### config.mk
export PLATFORM = sky130hd
export DESIGN_NAME = sstk_enable_ctl
export DESIGN_NICKNAME = d
export VERILOG_FILES = /design/src/rtl/sstk_enable_ctl.sv
export SDC_FILE = /design/constraint.sdc
export NUM_CORES = 1
export LEC_CHECK = 0
export ABC_AREA = 1
export ABC_CLOCK_PERIOD_IN_PS = 1400
export BUFFER_PORTS_ARGS = -buffer_cell sky130_fd_sc_hd__buf_2
export CORE_MARGIN = 4
export CORE_UTILIZATION = 45
export DETAILED_ROUTE_END_ITERATION = 10
export PLACE_DENSITY = 0.66
export SYNTH_ARGS = -nofsm -noshare
export SYNTH_HDL_FRONTEND = slang
export SYNTH_SLANG_ARGS = --single-unit
### constraint.sdc
create_clock -name clk -period 1.4 [get_ports clk]
set_input_delay 0.07 -clock clk [delete_from_list [all_inputs] [get_ports clk]]
set_output_delay 0.07 -clock clk [all_outputs]
set_load 0.05 [all_outputs]
### src/rtl/sstk_enable_ctl.sv
module sstk_enable_ctl #(
  parameter int          XLEN    = 64,
  parameter int          SSE_BIT = 3,
  parameter logic [11:0] A_MENV  = 12'h30A,
  parameter logic [11:0] A_HENV  = 12'h60A,
  parameter logic [11:0] A_SENV  = 12'h10A,
  parameter logic [11:0] A_SSP   = 12'h011
) (
  input  logic              clk,
  input  logic              rst_n,
  input  logic              csr_req,
  input  logic              csr_we,
  input  logic [11:0]       csr_addr,
  input  logic [XLEN-1:0]   csr_wdata,
  input  logic [XLEN/8-1:0] csr_wstrb,
  input  logic [1:0]        priv,
  input  logic              virt,
  input  logic [2:0]        pte_perm,
  output logic [XLEN-1:0]   csr_rdata,
  output logic              eff_en,
  output logic              illegal,
  output logic              pte_rsvd,
  output logic              mop_fallback
);
  localparam int         NB     = XLEN / 8;
  localparam logic [1:0] PRIV_M = 2'b11;
  localparam logic [1:0] PRIV_S = 2'b01;

  logic [XLEN-1:0] menv_q, henv_q, senv_q, ssp_q;
  logic [XLEN-1:0] menv_d, henv_d, senv_d, ssp_d;
  logic [XLEN-1:0] bmask;

  for (genvar i = 0; i < NB; i++) begin : g_mask
    assign bmask[8*i +: 8] = {8{csr_wstrb[i]}};
  end

  wire wr      = csr_req & csr_we;
  wire hit_m   = csr_req & (csr_addr == A_MENV);
  wire hit_h   = csr_req & (csr_addr == A_HENV);
  wire hit_s   = csr_req & (csr_addr == A_SENV);
  wire hit_ssp = csr_req & (csr_addr == A_SSP);
  wire m_on    = menv_q[SSE_BIT];
  wire is_m    = (priv == PRIV_M);

  always_comb begin
    if (is_m)               eff_en = 1'b1;
    else if (priv == PRIV_S) eff_en = virt ? henv_q[SSE_BIT] : m_on;
    else                    eff_en = senv_q[SSE_BIT];
  end

  wire ssp_ok = is_m | eff_en;
  assign illegal      = hit_ssp & ~ssp_ok;
  assign mop_fallback = ~is_m & ~m_on;
  assign pte_rsvd     = ~m_on & (pte_perm == 3'b010);

  always_comb begin
    menv_d = (wr & hit_m) ? ((menv_q & ~bmask) | (csr_wdata & bmask)) : menv_q;
    henv_d = (wr & hit_h) ? ((henv_q & ~bmask) | (csr_wdata & bmask)) : henv_q;
    senv_d = (wr & hit_s) ? ((senv_q & ~bmask) | (csr_wdata & bmask)) : senv_q;
    ssp_d  = (wr & hit_ssp & ssp_ok) ? ((ssp_q & ~bmask) | (csr_wdata & bmask)) : ssp_q;
    henv_d[SSE_BIT] = henv_d[SSE_BIT] & menv_d[SSE_BIT];
    senv_d[SSE_BIT] = senv_d[SSE_BIT] & menv_d[SSE_BIT];
  end

  always_ff @(posedge clk or negedge rst_n) begin
    if (!rst_n) begin
      menv_q <= '0;
      henv_q <= '0;
      senv_q <= '0;
      ssp_q  <= '0;
    end else begin
      menv_q <= menv_d;
      henv_q <= henv_d;
      senv_q <= senv_d;
      ssp_q  <= ssp_d;
    end
  end

  always_comb begin
    csr_rdata = '0;
    if (hit_m)                 csr_rdata = menv_q;
    else if (hit_h)            csr_rdata = henv_q;
    else if (hit_s)            csr_rdata = senv_q;
    else if (hit_ssp & ssp_ok) csr_rdata = ssp_q;
  end
endmodule


== After elaboration in Yosys (flattened, before gate mapping) ==
Index checks and enable logic that the tools add are counted.
Storage, ports and cells
  output and inout port bits: 68
  register bits after elaboration: 256
Operators by class
  mux-type cells: 10
  bitwise gates (word level): 30
  equal/unequal tests: 7
Operators with widths (number)
  $and 64x64->64: 5
  $mux 64: 4
  $or 64x64->64: 4
  $not 64->64: 1
  $and 1x1->1: 16
  $eq 12x10->1 const B: 1
  $eq 12x11->1 const B: 1
  $eq 12x5->1 const B: 1
  $eq 12x9->1 const B: 1
  $mux 4: 3
  $eq 3x2->1 const B: 1
  $mux 1: 3
  $not 1->1: 3
  $eq 2x1->1 const B: 1
  $eq 2x2->1 const B: 1
  $or 1x1->1: 1

== Longest topological paths before layout ==
  depth after elaboration: 9
  mapped depth: 12
  depth with buffers taken out: 10

== Worst setup path after synthesis ==
OpenSTA, ideal clock, no wires.
  path type: register to output
  start: register senv_q[3]
  end: output illegal
  setup slack: -419 ps
  arrival time: 1749 ps
  path buffers: 0
  required time: 1330 ps
  cell stages (with the launch flop): 4
  path through: dfrtp_1 o21ai_0 inv_1 nor2_1
Between the ends
  longest elaborated chain between the ends: 5
RTL lines
  start, declared: RTL line 29  | logic [XLEN-1:0] menv_q, henv_q, senv_q, ssp_q;
  start signal, assigned: RTL line 74  | senv_q <= senv_d;
  $mux 1: RTL line 47  | else if (priv == PRIV_S) eff_en = virt ? henv_q[SSE_BIT] : m_on;
  $mux 1: RTL line 46  | if (is_m) eff_en = 1'b1;
  via eff_en: RTL line 20  | output logic eff_en,
  $or 1x1->1: RTL line 51  | wire ssp_ok = is_m | eff_en;
  $not 1->1: RTL line 52  | assign illegal = hit_ssp & ~ssp_ok;
  $and 1x1->1: RTL line 52
  end, declared: RTL line 21  | output logic illegal,
The timed path passes the listed nets, and every way through them passes these cells.

== Worst setup path in the final report ==
  start: register henv_q[3]
  end: output csr_rdata[18]
Between the ends
  longest elaborated chain between the ends: 9
RTL lines
  start, declared: RTL line 29
  start signal, assigned: RTL line 73  | henv_q <= henv_d;
  $mux 1 (2 in a row): RTL line 47
  $mux 1: RTL line 46
  $or 1x1->1: RTL line 51
  $and 1x1->1: RTL line 84  | else if (hit_ssp & ssp_ok) csr_rdata = ssp_q;
  $mux 64: RTL line 84
  $mux 64: RTL line 83  | else if (hit_s) csr_rdata = senv_q;
  $mux 64: RTL line 82  | else if (hit_h) csr_rdata = henv_q;
  $mux 64: RTL line 81  | if (hit_m) csr_rdata = menv_q;
  end, declared: RTL line 19  | output logic [XLEN-1:0] csr_rdata,
Every way passes these cells.

==> summary.md <==
| Metric | Value |
|---|---|
| Run status | `complete, but fails checks` |
| Violated checks | `setup timing` |
| Mapped Avg Cell Area | `approximately 7 um^2` |
| P_sw | `3.85 mW` |
| Total count of hold-check failures in the final report | `0` |
| Setup slack after layout | `-0.742 ns` |
| CTS tree | `done` |
| Top fanout value on the critical path | `7` |
| Number of cells after detailed placement | `approximately 2700` |
| Wire length of the first global-routing pass | `79.9 mm` |
| Num Clock Sinks | `around 260` |
| Clock period minus final worst setup slack | `between 2 and 2.5 ns` |
| Total global routing track utilization | `a little over a quarter` |
| Number of levels the H-tree was split into | `1` |
| Count of input and output buffers | `between 150 and 200` |
| Setup TNS Final | `-63.75 ns` |
| Top cells by area in the synthesized netlist | `dfrtp_1 (43%), nand2_1 (23%), inv_1 (8.4%), nand4_1 (8.0%), o21ai_0 (4.1%)` |
| Synth warn | `0` |
| Final period util | `153%` |
| DRT Wirelength | `around 51 mm` |
| Slew headroom | `roughly a third` |
| Die height | `around 190 um` |
| Clk_lat worst skew | `~0.55 ns` |
| Count of standard-cell rows | `66` |
| Post-route DRC | `0` |
| DP HPWL | `approximately 31 mm` |
| Clock slew at reported path FFs | `0.06 ns` |
| Gr ovfl total | `0` |
| Final Non-Filler Cells | `just under 3000` |
| Remaining antenna violation count | `0` |
| Maximum frequency from static timing analysis | `roughly 470 MHz` |
| Synthesis-stage register bit count | `about 260` |
| Post-layout util | `between 60% and 70%` |
| Area enclosed by the die boundary | `35800 um^2` |
| Post-Syn Area | `14800 um^2` |
| Layout-stage area growth over the synthesis result | `41.5%` |
| Via count of the routed design | `about 15000` |
| Die X-Extent | `189 um` |
| Hold Path Cell Cnt | `4` |
| Leakage component of the power | `between 10 and 15 nW` |
| Drt initial violations | `1304` |
| Crit. End Element | `output port` |
| Sequential cell area fraction in the yosys report | `about 43%` |
| Req. time, crit path | `roughly 1.3 ns` |
| Clock Skews | `between 0.008 and 0.009 ns` |
| Initial Util | `between 40 and 50%` |
| Netlist cell types | `25` |
| Fill cells | `2772` |
| Worst supply voltage drop on vdd | `approximately 1000 uV` |
| Type of the setup path with the least slack | `flip-flop to output port` |
| Post-detailed-route wirelength per cell | `roughly 18 um` |
| Area of the core | `32500 um^2` |
| Worst hold path type | `input port to flip-flop` |
| Number of global-route vias before repair | `15100` |
| Max-slew violation count | `0` |
| Part of the total power dissipated in combinational logic | `under 10%` |
| Total Nets Final | `2539` |
| Final-report setup violation count | `approximately 130` |
| Final design area excluding fillers | `between 20000 and 25000 um^2` |
| TritonRoute pass-1 iters | `7` |
| Maximum count of clock buffers along a single path | `3` |
| Share of the synthesized area in the top cell type | `around 43%` |
| Startpoint type of the worst setup path | `flip-flop` |
| Smallest hold slack | `slightly below 0.009 ns` |
| Syn Nets | `between 2000 and 2500` |
| Clock Power Share | `a little under half` |
| Largest net degree at the start of global routing | `around 70` |
| Instance area after placement | `~17000 um^2` |
| Clock buffers created by TritonCTS | `30` |
| Unrepaired setup endpoints after global routing | `yes` |
| Worst endpoint data arrival time | `just over 2 ns` |
| Via-to-Cell Ratio | `about 5.3` |
| Cell Pwr Density | `slightly below 800 nW/um^2` |
| Switching Fraction | `23.6%` |
| Initial antenna violation count | `1` |
| Clock root buffer | `clkbuf_16` |
| Total of max-cap violations | `0` |
| Share of post-route cells with drive strength above 1 | `approximately a quarter` |
| Pint | `12.5 mW` |
| Total power of the final layout | `16.3 mW` |
| Gate count after technology mapping | `2166` |
| Synth area leader | `dfrtp_1` |
| R2r worst-path depth | `13` |
| Setup slack at placement | `-0.593 ns` |
| Relative contribution of sequential cells to total power | `between 40% and 50%` |
| Slew at the pin closest to its max-slew limit | `around 0.98 ns` |
| Final RePlAce weighted congestion | `between 0.8 and 0.9` |
| I/O Pins | `about 160` |
## cell families (layout without fill, tap and decap cells)
group	Yosys count	after routing	share of synthesized area, %
AND/OR/NAND/NOR	1243	1243	36.2
buffers and inverters	474	773	12.7
flip-flops	256	256	43.3
AO/OA/AOI/OAI	193	193	7.79
other	0	1	0
## cell type report
type	instances	area (um^2)	area share, %
multi-input combinational	1436	7640	36.5
sequential	256	6410	30.6
timing repair buffer	384	4090	19.5
inverter	337	1270	6.06
clock buffer	47	926	4.42
tap	442	553	2.64
clock inverter	5	50.0	0.239
antenna	1	2.50	0.0120
## power groups by stage
stage | logic [mW] | clock network [mW] | registers (mW)
2_1_floorplan | 0.300 | 0 | 7.54
3_3_place_gp | 0.973 | 0 | 7.54
4_1_cts | 1.17 | 7.87 | 7.41
6_report | 1.19 | 7.74 | 7.41
5_1_grt | 1.28 | 8.19 | 7.40
3_5_place_dp | 0.976 | 0 | 7.54
## Yosys cell counts (all sizes together)
cell type	number
buf	74
nand3	91
nand4	189
and2	1
nand3b	1
nor3	1
inv	337
a21boi	64
o21ai	128
nor2	30
a21oi	1
clkbuf	63
dfrtp	256
nand2	930
## worst paths after layout
kind                           start       endpoint  slack [ns]
setup / recovery           henv_q[3]  csr_rdata[18]       -0.74
min in group asynchronous      rst_n      async pin        0.13
hold / removal               csr_req      menv_q[3]       0.009
hold reg to reg            flip-flop      flip-flop        0.47
setup reg to reg           henv_q[3]      flip-flop       -0.43
max in group asynchronous      rst_n      async pin        0.27
## worst max-delay path: stages (launching register included)
cell     delay, ns
dfrtp_1       0.36
nand2_2       0.06
nand3_2       0.09
o21ai_4       0.08
nor2_4        0.13
buf_12        0.18
buf_12        0.17
nand2_2       0.07
nand2_2       0.08
nand2_2       0.08
nand2_4       0.07
buf_8         0.14
## metal layers
| metal | routed length [um] | global-route usage (%) | up-vias | share of wire (%) |
|---|---|---|---|---|
| met4 | 1220 | 6.37 | 0 | 2.4 |
| li1 | - | - | 7319 | - |
| met1 | 21200 | 36.5 | 7329 | 42 |
| met5 | 0 | 0 | - | 0 |
| met3 | 3220 | 3.17 | 93 | 6.3 |
| met2 | 25400 | 47.3 | 594 | 50 |
## what timing repair did
item	CTS	global route
setup buffers	12	3
pin swaps	19	61
endpoints found under the setup margin	132	224
hold buffers	74	0
resized for setup	245	165
gates cloned	11	6
endpoints found under the hold margin	509	0
## cell usage in the layout (no fill, tap or decap), drive strengths merged
cell / n
and2: 1
bufbuf: 1
dfrtp: 256
dlygate4sd3: 72
a21boi: 64
nand4: 189
clkinv: 4
nand2: 930
bufinv: 1
diode: 1
nor3: 1
nand3b: 1
nor2: 30
buf: 304
dlymetal6s4s: 2
a21oi: 1
o21ai: 128
clkbuf: 52
inv: 337
nand3: 91
Power figures use the tool's default switching activity.
